<file path="src/rtl/uart_rx_pkg.sv">
`timescale 1ns/1ps
package uart_rx_pkg;
    typedef enum logic [1:0] {
        S_IDLE,
        S_START,
        S_DATA,
        S_STOP
    } rx_state_t;
endpackage

</file>
<file path="src/rtl/rx_frame_fsm.sv">
`timescale 1ns/1ps
module rx_frame_fsm
    import uart_rx_pkg::*;
#(
    parameter int DIV_W  = 16,
    parameter int DATA_W = 8
) (
    input  logic              clk,
    input  logic              rst_n,
    input  logic              line_i,
    input  logic [DIV_W-1:0]  div_i,
    output logic              byte_ok_o,
    output logic              frame_bad_o,
    output logic [DATA_W-1:0] byte_o,
    output logic              busy_o
);
    localparam int BIT_W = $clog2(DATA_W);

    rx_state_t         state_q, state_d;
    logic [DIV_W-1:0]  cnt_q, cnt_d;
    logic [BIT_W-1:0]  bit_q, bit_d;
    logic [DATA_W-1:0] sh_q, sh_d;
    logic [DIV_W-1:0]  half;
    logic              period_end;

    assign half       = div_i >> 1;
    assign period_end = (cnt_q == div_i - 1'b1);

    always_comb begin
        state_d = state_q;
        cnt_d   = cnt_q + 1'b1;
        bit_d   = bit_q;
        sh_d    = sh_q;
        unique case (state_q)
            S_IDLE: begin
                cnt_d = '0;
                if (!line_i) state_d = S_START;          // detect
            end
            S_START: begin
                if (cnt_q == half) begin
                    cnt_d   = '0;
                    bit_d   = '0;
                    state_d = line_i ? S_IDLE : S_DATA;  // reject / confirm
                end
            end
            S_DATA: begin
                if (period_end) begin
                    cnt_d = '0;
                    sh_d  = {line_i, sh_q[DATA_W-1:1]};
                    if (bit_q == BIT_W'(DATA_W - 1)) state_d = S_STOP; // last bit
                    else bit_d = bit_q + 1'b1;
                end
            end
            S_STOP: begin
                if (period_end) state_d = S_IDLE;        // finish
            end
            default: state_d = S_IDLE;
        endcase
    end

    always_ff @(posedge clk or negedge rst_n) begin
        if (!rst_n) begin
            state_q <= S_IDLE;
            cnt_q   <= '0;
            bit_q   <= '0;
            sh_q    <= '0;
        end else begin
            state_q <= state_d;
            cnt_q   <= cnt_d;
            bit_q   <= bit_d;
            sh_q    <= sh_d;
        end
    end

    always_comb begin
        byte_ok_o   = (state_q == S_STOP) && period_end && line_i;
        frame_bad_o = (state_q == S_STOP) && period_end && !line_i;
        byte_o      = sh_q;
        busy_o      = (state_q != S_IDLE);
    end

    // bit timer never runs past one bit period while shifting data
    a_r2_count_in_period: assert property (@(posedge clk) disable iff (!rst_n)
        (state_q == S_DATA) |-> (cnt_q < div_i));
endmodule

</file>
<file path="src/rtl/rx_fifo.sv">
`timescale 1ns/1ps
module rx_fifo #(
    parameter int DEPTH  = 32,
    parameter int DATA_W = 8
) (
    input  logic                         clk,
    input  logic                         rst_n,
    input  logic                         wr_en_i,
    input  logic [DATA_W-1:0]            wr_data_i,
    input  logic                         rd_en_i,
    output logic [DATA_W-1:0]            rd_data_o,
    output logic [$clog2(DEPTH+1)-1:0]   level_o,
    output logic                         full_o
);
    localparam int AW = $clog2(DEPTH);
    localparam int LW = $clog2(DEPTH + 1);

    logic [DATA_W-1:0] mem [DEPTH];
    logic [AW-1:0]     wp_q, rp_q;
    logic [LW-1:0]     cnt_q;
    logic              do_wr, do_rd;

    assign full_o    = (cnt_q == LW'(DEPTH));
    assign do_wr     = wr_en_i && !full_o;
    assign do_rd     = rd_en_i && (cnt_q != '0);
    assign rd_data_o = mem[rp_q];
    assign level_o   = cnt_q;

    always_ff @(posedge clk) begin
        if (do_wr) mem[wp_q] <= wr_data_i;
    end

    always_ff @(posedge clk or negedge rst_n) begin
        if (!rst_n) begin
            wp_q  <= '0;
            rp_q  <= '0;
            cnt_q <= '0;
        end else begin
            if (do_wr) wp_q <= wp_q + 1'b1;
            if (do_rd) rp_q <= rp_q + 1'b1;
            cnt_q <= cnt_q + LW'(do_wr) - LW'(do_rd);
        end
    end

    a_r3_level_bound: assert property (@(posedge clk) disable iff (!rst_n)
        cnt_q <= LW'(DEPTH));
    // the parent never offers a byte to a full store
    a_r6_no_write_full: assert property (@(posedge clk) disable iff (!rst_n)
        wr_en_i |-> !full_o);
    // a read of an empty store leaves the level at zero
    a_r3_empty_read: assert property (@(posedge clk) disable iff (!rst_n)
        (rd_en_i && cnt_q == '0 && !wr_en_i) |=> (cnt_q == '0));
endmodule

</file>
<file path="src/rtl/rx_idle_timer.sv">
`timescale 1ns/1ps
module rx_idle_timer #(
    parameter int DIV_W = 16,
    parameter int TO_W  = 8
) (
    input  logic             clk,
    input  logic             rst_n,
    input  logic             byte_done_i,
    input  logic             busy_i,
    input  logic [DIV_W-1:0] div_i,
    input  logic [TO_W-1:0]  limit_i,
    output logic             fire_o
);
    logic             armed_q;
    logic [DIV_W-1:0] cyc_q;
    logic [TO_W-1:0]  per_q;

    assign fire_o = armed_q && !busy_i && !byte_done_i && (per_q == limit_i);

    always_ff @(posedge clk or negedge rst_n) begin
        if (!rst_n) begin
            armed_q <= 1'b0;
            cyc_q   <= '0;
            per_q   <= '0;
        end else if (byte_done_i) begin
            armed_q <= 1'b1;
            cyc_q   <= '0;
            per_q   <= '0;
        end else if (busy_i) begin
            cyc_q   <= '0;
            per_q   <= '0;
        end else if (fire_o) begin
            armed_q <= 1'b0;
        end else if (armed_q) begin
            if (cyc_q == div_i - 1'b1) begin
                cyc_q <= '0;
                per_q <= per_q + 1'b1;
            end else begin
                cyc_q <= cyc_q + 1'b1;
            end
        end
    end

    a_r8_single_fire: assert property (@(posedge clk) disable iff (!rst_n)
        fire_o |=> !fire_o);
    // nothing fires before a byte has armed the timer
    a_r7_needs_arm: assert property (@(posedge clk) disable iff (!rst_n)
        fire_o |-> armed_q);
endmodule

</file>
<file path="src/rtl/uart_rx_idle.sv">
`timescale 1ns/1ps
module uart_rx_idle #(
    parameter int DIV_W  = 16,
    parameter int TO_W   = 8,
    parameter int DEPTH  = 32,
    parameter int DATA_W = 8
) (
    input  logic                       clk,
    input  logic                       rst_n,
    input  logic                       rx_i,
    input  logic [DIV_W-1:0]           div_i,
    input  logic [TO_W-1:0]            timeout_i,
    input  logic                       rd_en_i,
    output logic [DATA_W-1:0]          rd_data_o,
    output logic [$clog2(DEPTH+1)-1:0] level_o,
    output logic                       irq_timeout_o,
    output logic                       irq_frame_o,
    output logic                       irq_overrun_o,
    input  logic                       clr_timeout_i,
    input  logic                       clr_frame_i,
    input  logic                       clr_overrun_i
);
    logic [1:0]        sync_q;
    logic              line_s;
    logic              byte_ok, frame_bad, busy, full, fire;
    logic              push, drop;
    logic [DATA_W-1:0] rx_byte;

    always_ff @(posedge clk or negedge rst_n) begin
        if (!rst_n) sync_q <= 2'b11;
        else        sync_q <= {sync_q[0], rx_i};
    end
    assign line_s = sync_q[1];

    rx_frame_fsm #(.DIV_W(DIV_W), .DATA_W(DATA_W)) u_fsm (
        .clk(clk), .rst_n(rst_n), .line_i(line_s), .div_i(div_i),
        .byte_ok_o(byte_ok), .frame_bad_o(frame_bad),
        .byte_o(rx_byte), .busy_o(busy)
    );

    assign push = byte_ok && !full;
    assign drop = byte_ok && full;

    rx_fifo #(.DEPTH(DEPTH), .DATA_W(DATA_W)) u_fifo (
        .clk(clk), .rst_n(rst_n), .wr_en_i(push), .wr_data_i(rx_byte),
        .rd_en_i(rd_en_i), .rd_data_o(rd_data_o), .level_o(level_o),
        .full_o(full)
    );

    rx_idle_timer #(.DIV_W(DIV_W), .TO_W(TO_W)) u_timer (
        .clk(clk), .rst_n(rst_n), .byte_done_i(byte_ok), .busy_i(busy),
        .div_i(div_i), .limit_i(timeout_i), .fire_o(fire)
    );

    always_ff @(posedge clk or negedge rst_n) begin
        if (!rst_n) begin
            irq_timeout_o <= 1'b0;
            irq_frame_o   <= 1'b0;
            irq_overrun_o <= 1'b0;
        end else begin
            irq_timeout_o <= (irq_timeout_o && !clr_timeout_i) || fire;
            irq_frame_o   <= (irq_frame_o   && !clr_frame_i)   || frame_bad;
            irq_overrun_o <= (irq_overrun_o && !clr_overrun_i) || drop;
        end
    end

    a_r9_timeout_sticky: assert property (@(posedge clk) disable iff (!rst_n)
        (irq_timeout_o && !clr_timeout_i) |=> irq_timeout_o);
    a_r9_frame_sticky: assert property (@(posedge clk) disable iff (!rst_n)
        (irq_frame_o && !clr_frame_i) |=> irq_frame_o);
    // an overrun leaves the store level untouched
    a_r6_overrun_level: assert property (@(posedge clk) disable iff (!rst_n)
        (drop && !rd_en_i) |=> (level_o == $past(level_o)));
endmodule

</file>
<file path="config.mk">
export PLATFORM = sky130hd
export DESIGN_NAME = uart_rx_idle
export DESIGN_NICKNAME = d
export VERILOG_FILES = /design/src/rtl/uart_rx_pkg.sv /design/src/rtl/rx_frame_fsm.sv /design/src/rtl/rx_fifo.sv /design/src/rtl/rx_idle_timer.sv /design/src/rtl/uart_rx_idle.sv
export SDC_FILE = /design/constraint.sdc
export NUM_CORES = 1
export LEC_CHECK = 0
export BUFFER_PORTS_ARGS = -buffer_cell sky130_fd_sc_hd__buf_4
export CELL_PAD_IN_SITES_DETAIL_PLACEMENT = 0
export CELL_PAD_IN_SITES_GLOBAL_PLACEMENT = 1
export CORE_MARGIN = 1
export CORE_UTILIZATION = 50
export DETAILED_ROUTE_END_ITERATION = 16
export PLACE_DENSITY_LB_ADDON = 0.1
export SLEW_MARGIN = 20
export SYNTH_ARGS = -nofsm -noshare
export SYNTH_HDL_FRONTEND = slang
export SYNTH_SLANG_ARGS = --single-unit
</file>
<file path="constraint.sdc">
create_clock -name clk -period 9.27 [get_ports clk]
set_input_delay 0.927 -clock clk [delete_from_list [all_inputs] [get_ports clk]]
set_output_delay 0.927 -clock clk [all_outputs]
set_load 0.02 [all_outputs]
</file>
Yosys cells after proc, flatten, opt, wreduce, memory -nomap -nowiden
Memory sizes are Yosys's and may differ from the RTL's.
Cells that the tools add are included.
{ "totals": {"register_bits": 75, "latchBits": 0, "mem_bits_rw": 256, "rom_bits": 0, "out_inout_bits": 17, "word_cells": 106, "n_memories": 1} }
{ "classes": {"add_sub_neg": 9, "multipliers": 0, "n_div": 0, "magnitude_cmp": 0, "eq_ne": 17, "shift": 0, "muxes": 29, "bitwise_logic": 0, "n_reduce_logical": 36} }
{ "memory_table": {"columns": ["memory", "words", "word_bits", "rd", "rd_ports_with_merged_regs", "write_ports", "line", "source"], "rows": [
  ["u_fifo.mem", 32, 8, 1, 0, 1, "rx_fifo.sv:18", "logic [DATA_W-1:0] mem [DEPTH];"]
]} }
{ "op_table": {"columns": ["cell", "n"], "rows": [
  ["16-bit two-way mux", 7],
  ["16-bit one-hot mux with 3 select lines", 1],
  ["8-bit two-way mux", 5],
  ["16-bit by 1-bit adder with 16-bit output, second input constant", 2],
  ["16-bit equality test", 2],
  ["16-bit by 15-bit equality test with 1-bit output", 1],
  ["16-bit by 1-bit subtractor with 16-bit output, second input constant", 1],
  ["1-bit logical AND", 13],
  ["2-bit two-way mux", 6],
  ["5-bit by 1-bit adder with 5-bit output, second input constant", 2],
  ["3-bit two-way mux", 3],
  ["8-bit by 1-bit adder with 8-bit output, second input constant", 1],
  ["8-bit equality test", 1],
  ["2-bit by 1-bit != test with 1-bit output, second input constant", 4],
  ["2-bit one-hot mux with 4 select lines", 1],
  ["1-bit logical NOT", 7],
  ["6-bit by 1-bit adder with 6-bit output", 1],
  ["6-bit equality test, second input constant", 1],
  ["2-bit != test, second input constant", 3],
  ["3-bit one-hot mux with 2 select lines", 1],
  ["2-bit AND reduction", 3],
  ["2-bit nonzero test", 3],
  ["3-bit nonzero test", 2],
  ["6-bit nonzero test", 1],
  ["other kinds (12)", 19]
]} }

Longest topological paths before layout
{ "logic_depth": {"word_depth": 10, "mapped_depth": 21, "ltp_nobuf": 18} }

Cells and area by module
Synthesis repeated with hierarchy kept, for this count alone.
{ "hier_totals": {"cells_unflattened": 1040, "area_unflattened_um2": 15202.1} }
{ "modules_own_cells": {"columns": ["mod", "instances", "cells_per_inst", "area_per_inst_um2"], "rows": [
  ["rx_fifo", 1, 551, 10837.9],
  ["rx_frame_fsm", 1, 238, 2160.8],
  ["rx_idle_timer", 1, 238, 2034.5],
  ["uart_rx_idle", 1, 13, 168.9]
]} }

Worst setup path before layout
Ideal clock, no wire load.
{ "synth_timing": {"path_kind": "input to register", "startpoint": "input port div_i[0]", "endpoint": "register u_fifo.cnt_q[4] (netlist: u_fifo.level_o[4])", "arrival_time_ps": 4365, "required_ps": 9148, "slack_ps": 4783, "path_stages": 20, "n_path_buf": 2, "path_cell_list": "buf_6 > inv_1 > ha_1 > or3b_2 > or4_1 > and2_1 > xnor2_1 > nor4_1 > nand3_1 > buf_6 > or2_1 > inv_1 > ha_1 > inv_1 > fa_1 > inv_1 > a21oi_1 > nor2_1 > nor2_1 > xnor2_1"} }
{ "synth_between": {"elab_chain_cells": 8} }
{ "synth_lines": {"columns": ["element", "line", "source"], "rows": [
  ["start: declaration", "uart_rx_idle.sv:11", "input logic [DIV_W-1:0] div_i,"],
  ["16-bit by 1-bit subtractor with 16-bit output", "rx_frame_fsm.sv:27", "assign period_end = (cnt_q == div_i - 1'b1);"],
  ["16-bit equality test", "rx_frame_fsm.sv:27", null],
  ["1-bit logical AND (2 in a row)", "rx_frame_fsm.sv:76", "byte_ok_o = (state_q == S_STOP) && period_end && line_i;"],
  ["1-bit logical AND", "uart_rx_idle.sv:41", "assign push = byte_ok && !full;"],
  ["1-bit logical AND", "rx_fifo.sv:24", "assign do_wr = wr_en_i && !full_o;"],
  ["named net u_fifo.do_wr", "rx_fifo.sv:21", "logic do_wr, do_rd;"],
  ["6-bit by 1-bit adder with 6-bit output", "rx_fifo.sv:41", "cnt_q <= cnt_q + LW'(do_wr) - LW'(do_rd);"],
  ["6-bit by 1-bit subtractor with 6-bit output", "rx_fifo.sv:41", null],
  ["end signal: assignment", "rx_fifo.sv:41", null],
  ["end: declaration", "rx_fifo.sv:20", "logic [LW-1:0] cnt_q;"]
]} }
The timed path passes the listed nets, and every way through them passes these cells.
A chain may end at the register's enable or synchronous reset.

Worst setup path in the final report
{ "layout_timing": {"startpoint": "input port div_i[0]", "endpoint": "memory u_fifo.mem[23][4], enable pin"} }
{ "layout_between": {"elab_chain_cells": 8} }
{ "layout_lines": {"columns": ["element", "line", "source"], "rows": [
  ["16-bit by 1-bit subtractor with 16-bit output", "rx_frame_fsm.sv:27", null],
  ["16-bit equality test", "rx_frame_fsm.sv:27", null],
  ["1-bit logical AND (2 in a row)", "rx_frame_fsm.sv:76", null],
  ["1-bit logical AND", "uart_rx_idle.sv:41", null],
  ["1-bit logical AND", "rx_fifo.sv:24", null],
  ["1-bit two-way mux", "rx_fifo.sv:30", "if (do_wr) mem[wp_q] <= wr_data_i;"],
  ["1-bit two-way mux (not written as such)", "rx_fifo.sv:30", null],
  ["end: declaration", "rx_fifo.sv:18", null]
]} }
No other way between the ends.

==> metrics.md <==
| Metric | Value |
|---|---|
| Vias per Instance | `5.91` |
| # setup viols final | `0` |
| Slew Limit Headroom | `0.370` |
| Syn avg cell area | `15.4 um2` |
| Post-Synth Adder-Cell Area | `0.0180` |
| Vias in the first global route | `8720` |
| Area contributors post-synth | `edfxtp_1 (51%), dfrtp_1 (12%), mux4_2 (12%)` |
| Total track usage | `0.239` |
| Post-synthesis sequential element count | `331` |
| Pre-CTS setup slack | `3.51 ns` |
| Resized Gates After CTS | `0` |
| DR WL/cell | `24.6 um` |
| Final Hold Viols | `0` |
| CP Launch Point | `div_i[0]` |
| Skew-Pair Late Insertion Delay | `0.53 ns` |
| DRT Pass-1 Iters | `6` |
| Post-synth top area share | `0.511` |
| DRT iter0 DRCs | `691` |
| Setup slack, reg-to-reg | `5.01 ns` |
| F_max | `194 MHz` |
| CTS Buf Count | `36` |
| Pwr Density | `242 nW/um2` |
| Hold WC Path Type | `in2async` |
| TritonCTS clock tree | `done` |
| Crit path DAT | `5.31 ns` |
| VDD IR max | `0.138 mV` |
| Number of I/O port buffers | `47` |
| Nature of the critical path startpoint | `primary input` |
| # Post-CTS Setup Buffers | `0` |
| Die Footprint | `30800 um2` |
| Top_reg_cell synth | `edfxtp_1` |
| Final ANT Viol Nets | `0` |
| Die Height | `175 um` |
| CTS root buf | `clkbuf_16` |
| N_diodes | `0` |
| Worst Setup Slack, final | `4.11 ns` |
| H-tree depth | `2` |
| Worst slew pin tran | `0.945 ns` |
| Hold Buf Count CTS | `0` |
| Crit path kind | `in2reg` |
| R2r startpoint | `u_fsm.cnt_q[13]` |
| Initial antenna violation count | `0` |
| Core Area | `29600 um2` |
| Status | `finished clean` |
| Initial core utilization | `0.507` |
| RSZ-0062 raised after global routing | `no` |
| Static leakage | `0.00592 uW` |
| Area growth syn-to-layout | `12.2%` |
| Syn_nets | `1026` |
| Die W | `175 um` |
| Post-synthesis cell area | `15000 um2` |
| Synth cell count leaders | `edfxtp_1 (256), mux4_2 (80), nor2_1 (79)` |
| Simple-Gate Fraction of Synth Area | `0.0888` |
| Cell with the most instances after synthesis | `edfxtp_1` |
| Nature of the critical path endpoint | `flop` |
| Post-synthesis sequential area ratio | `0.636` |
| FFs w/ async S/R, synth | `0.227` |
| Pin count of the biggest net entering global routing | `72` |
| Setup TNS Final | `0 ns` |
| Routed vias | `8411` |
| Max-slew violation count | `0` |
| Final non-filler cell total | `1424` |
| Post-synth EDFFs | `256` |
| Largest family of logic cells by synthesized area | `multiplexers` |
| CTS sink count | `331` |
| Max clock buf depth | `3` |
| Final period utilization | `0.557` |
| Yosys warns | `0` |
| DP Wirelength | `22.8 mm` |
| Reg clk slew, reported paths | `0.06 ns` |
| Proportion of layout cells with a drive suffix above 1 | `0.228` |
| Fin crit period | `5.16 ns` |
| Clk_skew | `0.0157 ns` |
| First-pass GRT wire length | `53.7 mm` |
| Mux share of post-synthesis cell area | `0.137` |
| Rows | `63` |
| Post-synth top area cell | `edfxtp_1` |
| XOR/XNOR Fraction of Synth Area | `0.0513` |
| End of the worst register-to-register path | `u_fifo.mem[23][4]` |
| DRT Wirelength | `35.1 mm` |
| Max Cap Violations | `0` |
| Residual DRC count | `0` |
| Synth cell types | `71` |
| DP Cell Count | `1359` |
| Gp weighted congestion | `0.852` |
| R2R depth | `8` |
| I/O pin count | `48` |
| Compound-cell area share of the yosys netlist | `0.0425` |
| Syn Inst Count | `974` |
| Critical path data required time | `9.42 ns` |
| Total congestion overflow | `0` |
| Final nets | `1059` |
| CP Max Fanout | `14` |
## registers in the layout, indices dropped and copies added, names as in the netlist, 2 cells and up, named ones only
register	count
u_timer.per_q	8
sync_q	2
u_fsm.bit_q	3
u_fsm.byte_o	8
u_fifo.mem	256
u_fifo.rp_q	5
u_fsm.cnt_q	16
u_fifo.level_o	6
u_fifo.wp_q	5
u_timer.cyc_q	16
## layout by cell type (no fill, tap or decap), types with 7 or more instances in the layout
master and instances:
nand3_1 24, mux2_2 20, a22o_1 13, nor2_1 79, inv_1 34, and3_1 15
dfrtp_1 63, o21ai_0 22, xor2_1 33, ha_1 20, xnor2_1 55, mux4_2 80
nor3_1 15, dfrtp_2 9, nand4_1 14, nor2b_1 10, edfxtp_1 256, nor4_1 11
clkbuf_16 38, nand2_1 34, a21oi_1 14, o21ai_1 7, buf_4 52, or3_1 13
## final cells by class
| cell class | count | area (um2) |
|---|---|---|
| clock buffer | 44 | 973 |
| sequential | 331 | 9580 |
| clock inverter | 21 | 224 |
| multi-input combinational | 551 | 5070 |
| fill | 2379 | 12800 |
| inverter | 34 | 128 |
| tap | 390 | 488 |
| timing repair buffer | 53 | 402 |
## cell families after synthesis
| logic type | Yosys count |
|---|---|
| adder cells (fa/ha/maj) | 21 |
| AND/OR/NAND/NOR | 249 |
| flip-flops | 331 |
| AO/OA/AOI/OAI | 90 |
| buffers and inverters | 92 |
| XOR/XNOR | 88 |
| multiplexers | 103 |
## where the power goes
group / switching [uW] / leakage, uW / internal (uW)
Clock: 583 / 0.000577 / 863
Combinational: 462 / 0.00200 / 449
Sequential: 87.7 / 0.00334 / 1630
Total: 1130 / 0.00592 / 2940
## worst max-delay path by stage
stage | to | slack [ns]
3_3_place_gp | u_fifo.mem[28][2] | 3.66
5_1_grt | u_fifo.mem[7][7] | 3.84
2_1_floorplan | u_fifo.level_o[4] | 4.78
3_5_place_dp | u_fifo.mem[17][0] | 3.51
4_1_cts | u_fifo.mem[17][7] | 4.09
6_report | u_fifo.mem[23][4] | 4.11
## per-stage QoR
step	instance area, um2	util	hold WS (ns)	total power, uW
5_1_grt	16900	0.569	0.193	4250
4_1_cts	16900	0.569	0.186	4120
6_report	16900	0.569	0.202	4080
3_5_place_dp	15700	0.529	0.350	2670
2_1_floorplan	15000	-	0.345	2420
3_3_place_gp	15700	0.529	0.347	2670
## routing by layer
layer  routed length (um)  vias up  track usage
li1                     -     3794            -
met1                15100     4297        0.333
met2                17300      271        0.393
met3                 1990       49       0.0346
met4                  759        0       0.0688
met5                    0        -            0
## worst max-delay path: stages
cell and delay (ns):
buf_4 0.14, inv_1 0.06, ha_1 0.44, or3b_2 0.54
or4_1 0.43, and2_1 0.20, xnor2_1 0.13, nor4_1 0.38
nand3_1 0.54, or3_1 0.86, nor2_1 0.64
(Power assumes the default switching activity.)
